File: src/rtl/dbg_pinmode_ctl.sv
module dbg_pinmode_ctl #(
  parameter int HIGH_MIN = 50,
  parameter int KEY_W = 16,
  parameter logic [KEY_W-1:0] SEL_KEY = 16'hE79E,
  parameter int N_PWRREQ = 2
) (
  input  logic                clk,
  input  logic                por_n,
  input  logic                warm_rst_n,
  input  logic                dms_in,
  input  logic                tap_updir,
  input  logic                pin_en,
  input  logic [N_PWRREQ-1:0] pwr_req,
  output logic                clk_ie,
  output logic                clk_pd,
  output logic                dms_ie,
  output logic                dms_pu,
  output logic                tdo_oe,
  output logic                tdi_ie,
  output logic                tdi_pu,
  output logic                mode_swd,
  output logic                link_lost
);

  localparam int CW = $clog2(HIGH_MIN + 1);
  localparam int BW = $clog2(KEY_W);

  typedef enum logic [1:0] {LEAD, KEYIN, TRAIL} det_t;

  logic rst_n;
  assign rst_n = por_n & warm_rst_n;

  det_t             st;
  logic [CW-1:0]    hicnt;
  logic [BW-1:0]    bitn;
  logic [KEY_W-1:0] shreg;
  logic [KEY_W-1:0] shnext;
  logic             armed;
  logic             watch;
  logic             swd_set;

  assign watch   = pin_en & ~mode_swd;
  assign shnext  = {dms_in, shreg[KEY_W-1:1]};
  assign swd_set = watch & (st == TRAIL) & dms_in & (hicnt == CW'(HIGH_MIN - 1));

  always_ff @(posedge clk or negedge rst_n) begin
    if (!rst_n) begin
      st    <= LEAD;
      hicnt <= '0;
      bitn  <= '0;
      shreg <= '0;
    end else if (watch) begin
      case (st)
        LEAD: begin
          if (dms_in) begin
            if (hicnt != CW'(HIGH_MIN)) hicnt <= hicnt + 1'b1;
          end else if (hicnt == CW'(HIGH_MIN)) begin
            st    <= KEYIN;
            shreg <= shnext;
            bitn  <= BW'(1);
            hicnt <= '0;
          end else begin
            hicnt <= '0;
          end
        end
        KEYIN: begin
          shreg <= shnext;
          bitn  <= bitn + 1'b1;
          if (bitn == BW'(KEY_W - 1)) begin
            hicnt <= '0;
            if (shnext == SEL_KEY) st <= TRAIL;
            else begin
              st    <= LEAD;
              hicnt <= CW'(dms_in);
            end
          end
        end
        TRAIL: begin
          if (!dms_in) begin
            st    <= LEAD;
            hicnt <= '0;
          end else if (swd_set) begin
            st    <= LEAD;
            hicnt <= '0;
          end else begin
            hicnt <= hicnt + 1'b1;
          end
        end
        default: st <= LEAD;
      endcase
    end
  end

  always_ff @(posedge clk or negedge por_n) begin
    if (!por_n) mode_swd <= 1'b0;
    else if (swd_set) mode_swd <= 1'b1;
  end

  always_ff @(posedge clk or negedge rst_n) begin
    if (!rst_n) armed <= 1'b0;
    else if (tap_updir & watch) armed <= 1'b1;
  end

  logic jt_live;
  assign jt_live = pin_en & armed & ~mode_swd;

  assign clk_ie    = pin_en;
  assign clk_pd    = pin_en;
  assign dms_ie    = pin_en;
  assign dms_pu    = pin_en;
  assign tdo_oe    = jt_live;
  assign tdi_ie    = jt_live;
  assign tdi_pu    = jt_live;
  assign link_lost = ~pin_en & ~(|pwr_req);

  assert_arm_cause_R3: assert property (@(posedge clk) disable iff (!rst_n)
    $rose(armed) |-> $past(tap_updir));

  assert_hidden_R3: assert property (@(posedge clk) disable iff (!rst_n)
    !armed |-> (!tdo_oe && !tdi_ie && !tdi_pu));

  assert_arm_next_R4: assert property (@(posedge clk) disable iff (!rst_n)
    (tap_updir && pin_en && !mode_swd) |=> (tdi_pu || !pin_en || mode_swd));

  assert_switch_high_R5: assert property (@(posedge clk) disable iff (!por_n)
    $rose(mode_swd) |-> $past(dms_in));

  assert_sticky_R6: assert property (@(posedge clk) disable iff (!por_n)
    mode_swd |=> mode_swd);

  assert_swd_ignore_R7: assert property (@(posedge clk) disable iff (!por_n)
    (mode_swd && tap_updir) |=> !tdi_pu && !tdo_oe);

endmodule

File: config.mk
export PLATFORM = sky130hd
export DESIGN_NAME = dbg_pinmode_ctl
export DESIGN_NICKNAME = d
export VERILOG_FILES = /design/src/rtl/dbg_pinmode_ctl.sv
export SDC_FILE = /design/constraint.sdc
export NUM_CORES = 1
export LEC_CHECK = 0
export ABC_AREA = 1
export BUFFER_PORTS_ARGS = -buffer_cell sky130_fd_sc_hd__buf_2
export CAP_MARGIN = 20
export CORE_MARGIN = 2
export CORE_UTILIZATION = 60
export CTS_CLUSTER_DIAMETER = 80
export CTS_CLUSTER_SIZE = 10
export DETAILED_ROUTE_END_ITERATION = 7
export PLACE_DENSITY = 0.85
export SLEW_MARGIN = 20
export SYNTH_ARGS = -nofsm -noshare
export SYNTH_HDL_FRONTEND = slang
export SYNTH_SLANG_ARGS = --single-unit
File: constraint.sdc
create_clock -name clk -period 2.5 [get_ports clk]
set_input_delay 0 -clock clk [delete_from_list [all_inputs] [get_ports clk]]
set_output_delay 0 -clock clk [all_outputs]
set_load 0.02 [all_outputs]
==> metrics.txt <==
# TYPE chip_impl_metric gauge
chip_impl_metric{name="setup-tns-final",unit="ps"} 0
chip_impl_info{name="netlist_top_cells_count",value="nand2_1 (85), dfrtp_1 (29), inv_1 (28)"} 1
chip_impl_metric{name="hold-path-cell-count",unit=""} 5
chip_impl_metric{name="finalSetupViolations",unit=""} 0
chip_impl_metric{name="grt_start_max_net_pins",unit=""} 29
chip_impl_metric{name="net_count_final",unit=""} 258
chip_impl_metric{name="min_period",unit="ps"} 1710
chip_impl_info{name="path_class",value="flop to flop"} 1
chip_impl_metric{name="post_synthesis_sequential_area_ratio",unit="%"} 43.1
chip_impl_metric{name="post_route_cells_drive_above_1_share",unit="%"} 16.9
chip_impl_metric{name="floorplan.die.height",unit="um"} 57
chip_impl_metric{name="rr_worst_depth",unit=""} 10
chip_impl_metric{name="maxSlewViolCount",unit=""} 0
chip_impl_metric{name="first_global_vias",unit=""} 1330
chip_impl_info{name="crit_top_cell",value="nand2_1"} 1
chip_impl_info{name="synth_most_common_cell",value="nand2_1"} 1
chip_impl_metric{name="cp_data_arrival_time",unit="ps"} 1930
chip_impl_metric{name="final_min_period_over_clock_period",unit="%"} 68.4
chip_impl_metric{name="initial_core_util",unit="%"} 62.2
chip_impl_info{name="cts_tree",value="built"} 1
chip_impl_info{name="synthFlopType",value="dfrtp_1"} 1
chip_impl_info{name="worstSetupEndpointType",value="flop"} 1
chip_impl_metric{name="clock_skew",unit="ps"} 10.7
chip_impl_info{name="worst_setup_path_start_kind",value="flop"} 1
chip_impl_info{name="crit-reg2reg-launch",value="hicnt[0]$_DFFE_PN0P_"} 1
chip_impl_metric{name="pwr_density_cell",unit="nW/um2"} 421
chip_impl_metric{name="grt_remaining_overflow",unit=""} 0
chip_impl_metric{name="number_of_nets_with_antenna_violations_after_detailed_routing",unit=""} 0
chip_impl_info{name="synth_top_cell_by_area",value="dfrtp_1"} 1
chip_impl_metric{name="totalPowerFinal",unit="mW"} 0.778
chip_impl_metric{name="synth_nets",unit=""} 237
chip_impl_info{name="holdPathEnd",value="mode_swd$_DFFE_PN0P_"} 1
chip_impl_metric{name="fp.dieArea",unit="um2"} 3250
chip_impl_metric{name="synthDominantCellAreaShare",unit="%"} 43.1
chip_impl_metric{name="detailedRoute.firstPassIterationCount",unit=""} 4
chip_impl_metric{name="netlist_instances",unit=""} 220
chip_impl_metric{name="rows",unit=""} 19
chip_impl_metric{name="clkTransAtPathRegs",unit="ps"} 90
chip_impl_metric{name="fillerInstances",unit=""} 230
chip_impl_info{name="critical-path-slowest-cell",value="dfrtp_1"} 1
chip_impl_metric{name="hpwl_after_dpl",unit="um"} 2150
chip_impl_metric{name="cellLeakagePower",unit="nW"} 1.01
chip_impl_info{name="hold_path_class",value="input pin to flop"} 1
chip_impl_metric{name="detailroute.via_count",unit=""} 1356
chip_impl_metric{name="post_cts_buffers",unit=""} 0
chip_impl_metric{name="reg2reg_slack",unit="ps"} 790
chip_impl_metric{name="synth_cell_type_count",unit=""} 21
chip_impl_metric{name="post_cts_hold_buffer_count",unit=""} 6
chip_impl_metric{name="clk_latency",unit="ps"} 330
chip_impl_metric{name="synth_seq_cells",unit=""} 29
chip_impl_info{name="unrepaired_setup_endpoints_after_global_routing",value="no"} 1
chip_impl_metric{name="routed_wl",unit="um"} 3110
chip_impl_metric{name="numCtsBuffers",unit=""} 5
chip_impl_metric{name="post_dp_cell_area",unit="um2"} 1730
chip_impl_metric{name="antenna_cells",unit=""} 0
chip_impl_metric{name="viasPerCell",unit=""} 4.97
chip_impl_metric{name="max_stage_delay",unit="ps"} 490
chip_impl_metric{name="syn2layout_area_growth",unit="%"} 9.65
chip_impl_info{name="path_cells",value="inv_1, ha_1, nand3_2, nand2_1, nand2_2, inv_2, nand2_4, inv_2, nand2_1, nand2_1"} 1
chip_impl_metric{name="peakVddDrop",unit="mV"} 0.403
chip_impl_metric{name="numPortBuffers",unit=""} 16
chip_impl_metric{name="ys.warnings.count",unit=""} 0
chip_impl_info{name="status",value="finished, final reports clean"} 1
chip_impl_metric{name="transition_time_at_the_pin_with_the_least_slew_margin",unit="ps"} 346
chip_impl_metric{name="tritoncts_num_sinks",unit=""} 29
chip_impl_metric{name="timing.max_cap.violations",unit=""} 0
chip_impl_metric{name="ioPinCount",unit=""} 17
chip_impl_info{name="cpLargestDelayFamily",value="simple AND/OR/NAND/NOR gates"} 1
chip_impl_metric{name="timing.final.ws_setup",unit="ps"} 791
chip_impl_info{name="hold_start",value="pin_en"} 1
chip_impl_metric{name="cts.path.max_buffers",unit=""} 2
chip_impl_metric{name="synth.cell_area",unit="um2"} 1690
chip_impl_metric{name="synth-edff-count",unit=""} 0
chip_impl_metric{name="timing_hold_violations_final",unit=""} 0
chip_impl_metric{name="cp_num_buf_inv",unit=""} 3
chip_impl_metric{name="routabilityCongestion",unit=""} 0.804
chip_impl_metric{name="timing.max_slew.rel_slack",unit="%"} 76.9
chip_impl_metric{name="drt_iter0_markers",unit=""} 47
chip_impl_metric{name="fin_area",unit="um2"} 1850
chip_impl_metric{name="drcViolationCount",unit=""} 0
chip_impl_metric{name="pre_cts_ws",unit="ps"} 796
chip_impl_info{name="reg2reg_to",value="shreg[2]$_DFFE_PN0P_"} 1
chip_impl_metric{name="htree_levels",unit=""} 2
chip_impl_metric{name="grt_antenna_before_repair",unit=""} 0
chip_impl_metric{name="route.detailed.wl_per_inst",unit="um"} 11.4
chip_impl_metric{name="path_max_fanout",unit=""} 26
chip_impl_metric{name="track_usage",unit="%"} 22.4
chip_impl_metric{name="cts_resized",unit=""} 0
chip_impl_info{name="master_cell_of_the_clock_root_buffer",value="clkbuf_4"} 1
chip_impl_metric{name="dieWidth",unit="um"} 57
chip_impl_metric{name="worst_ep_required_time",unit="ps"} 2720
chip_impl_metric{name="coreArea",unit="um2"} 2710
chip_impl_metric{name="async_reset_ff_share",unit="%"} 100
chip_impl_metric{name="wire_length_of_the_first_global_routing_pass",unit="um"} 5550
chip_impl_metric{name="postSynthAreaPerCell",unit="um2"} 7.66
chip_impl_metric{name="timing.fmax",unit="MHz"} 585
chip_impl_info{name="leading_post_synthesis_cells_by_cell_area",value="dfrtp_1 (43%), nand2_1 (19%), ha_1 (6.7%)"} 1
flip-flops by register name, summed over array words and instances (netlist names):
signal / count
shreg: 15
mode_swd: 1
bitn: 4
hicnt: 6
st: 2
armed: 1
per-layer routing:
layer,routed length (um),track usage (%),up-vias
li1,-,-,712
met1,1480,28.6,608
met2,1450,35.3,34
met3,146,6.12,2
met4,34,11.0,0
met5,0,0,-
cells by family (layout without fill, tap and decap cells):
family	after synthesis	in the layout	share of synthesized area, %
adder cells (fa/ha/maj)	9	9	6.68
multiplexers	1	1	1.34
buffers and inverters	41	63	11.8
XOR/XNOR	1	1	0.520
flip-flops	29	29	43.1
AND/OR/NAND/NOR	125	125	31.1
AO/OA/AOI/OAI	14	14	5.49
placed cells by master, fill, tap and decap left out:
| cell | n |
|---|---|
| dfrtp_1 | 29 |
| clkbuf_4 | 5 |
| dlygate4sd3_1 | 6 |
| nand3_1 | 10 |
| o21ai_2 | 6 |
| or2_2 | 1 |
| clkinvlp_4 | 1 |
| clkinv_2 | 2 |
| nand2_1 | 85 |
| buf_2 | 16 |
| mux2i_4 | 1 |
| nand2_2 | 1 |
| inv_1 | 28 |
| inv_2 | 4 |
| nand2_4 | 1 |
| ha_1 | 9 |
| o21ai_0 | 6 |
| nor3_1 | 1 |
| nor2_4 | 1 |
| a21oi_1 | 2 |
| nand4_1 | 6 |
| nand3_2 | 1 |
| xor2_1 | 1 |
| nor2_1 | 18 |
| buf_4 | 1 |
stage by stage:
step	hold slack (ps)	util (%)	std cells
6_report	174	68.2	273
5_1_grt	243	68.2	273
4_1_cts	152	68.2	273
3_5_place_dp	-218	63.9	259
3_3_place_gp	-216	63.9	259
2_1_floorplan	-296	-	220
cell type report:
class / instances / area, um2 / area share [%]
multi-input combinational: 150 / 761 / 41.2
sequential: 29 / 726 / 39.3
timing repair buffer: 23 / 148 / 7.99
inverter: 32 / 120 / 6.50
tap: 31 / 38.8 / 2.10
clock buffer: 5 / 37.5 / 2.03
clock inverter: 3 / 17.5 / 0.948
worst max path at each step:
stage / end / cells after the start / slack, ps / startpoint
finish: shreg[2]$_DFFE_PN0P_ / 10 / 790 / hicnt[0]$_DFFE_PN0P_
global route: shreg[2]$_DFFE_PN0P_ / 10 / 600 / hicnt[0]$_DFFE_PN0P_
CTS: shreg[2]$_DFFE_PN0P_ / 11 / 790 / st[1]$_DFFE_PN0P_
detailed placement: shreg[3]$_DFFE_PN0P_ / 10 / 800 / hicnt[0]$_DFFE_PN0P_
global placement: shreg[13]$_DFFE_PN0P_ / 10 / 840 / hicnt[0]$_DFFE_PN0P_
floorplan: bitn[2]$_DFFE_PN0P_ / 11 / 1080 / st[0]$_DFFE_PN0P_
worst reg2reg max path, delay by kind of cell (launching register included):
kind,cells,cell delay [ps]
buffers and inverters,3,300
adders and majority gates,1,220
and+or+nand+nor,6,590
DFF,1,490
power breakdown:
group | total [mW] | internal, mW | leakage (nW) | switching (mW)
clock network | 0.271 | 0.106 | 0.0310 | 0.166
registers | 0.469 | 0.469 | 0.374 | 0
logic | 0.0379 | 0.0147 | 0.601 | 0.0232
Note: power is estimated with default switching activity, not from simulation.
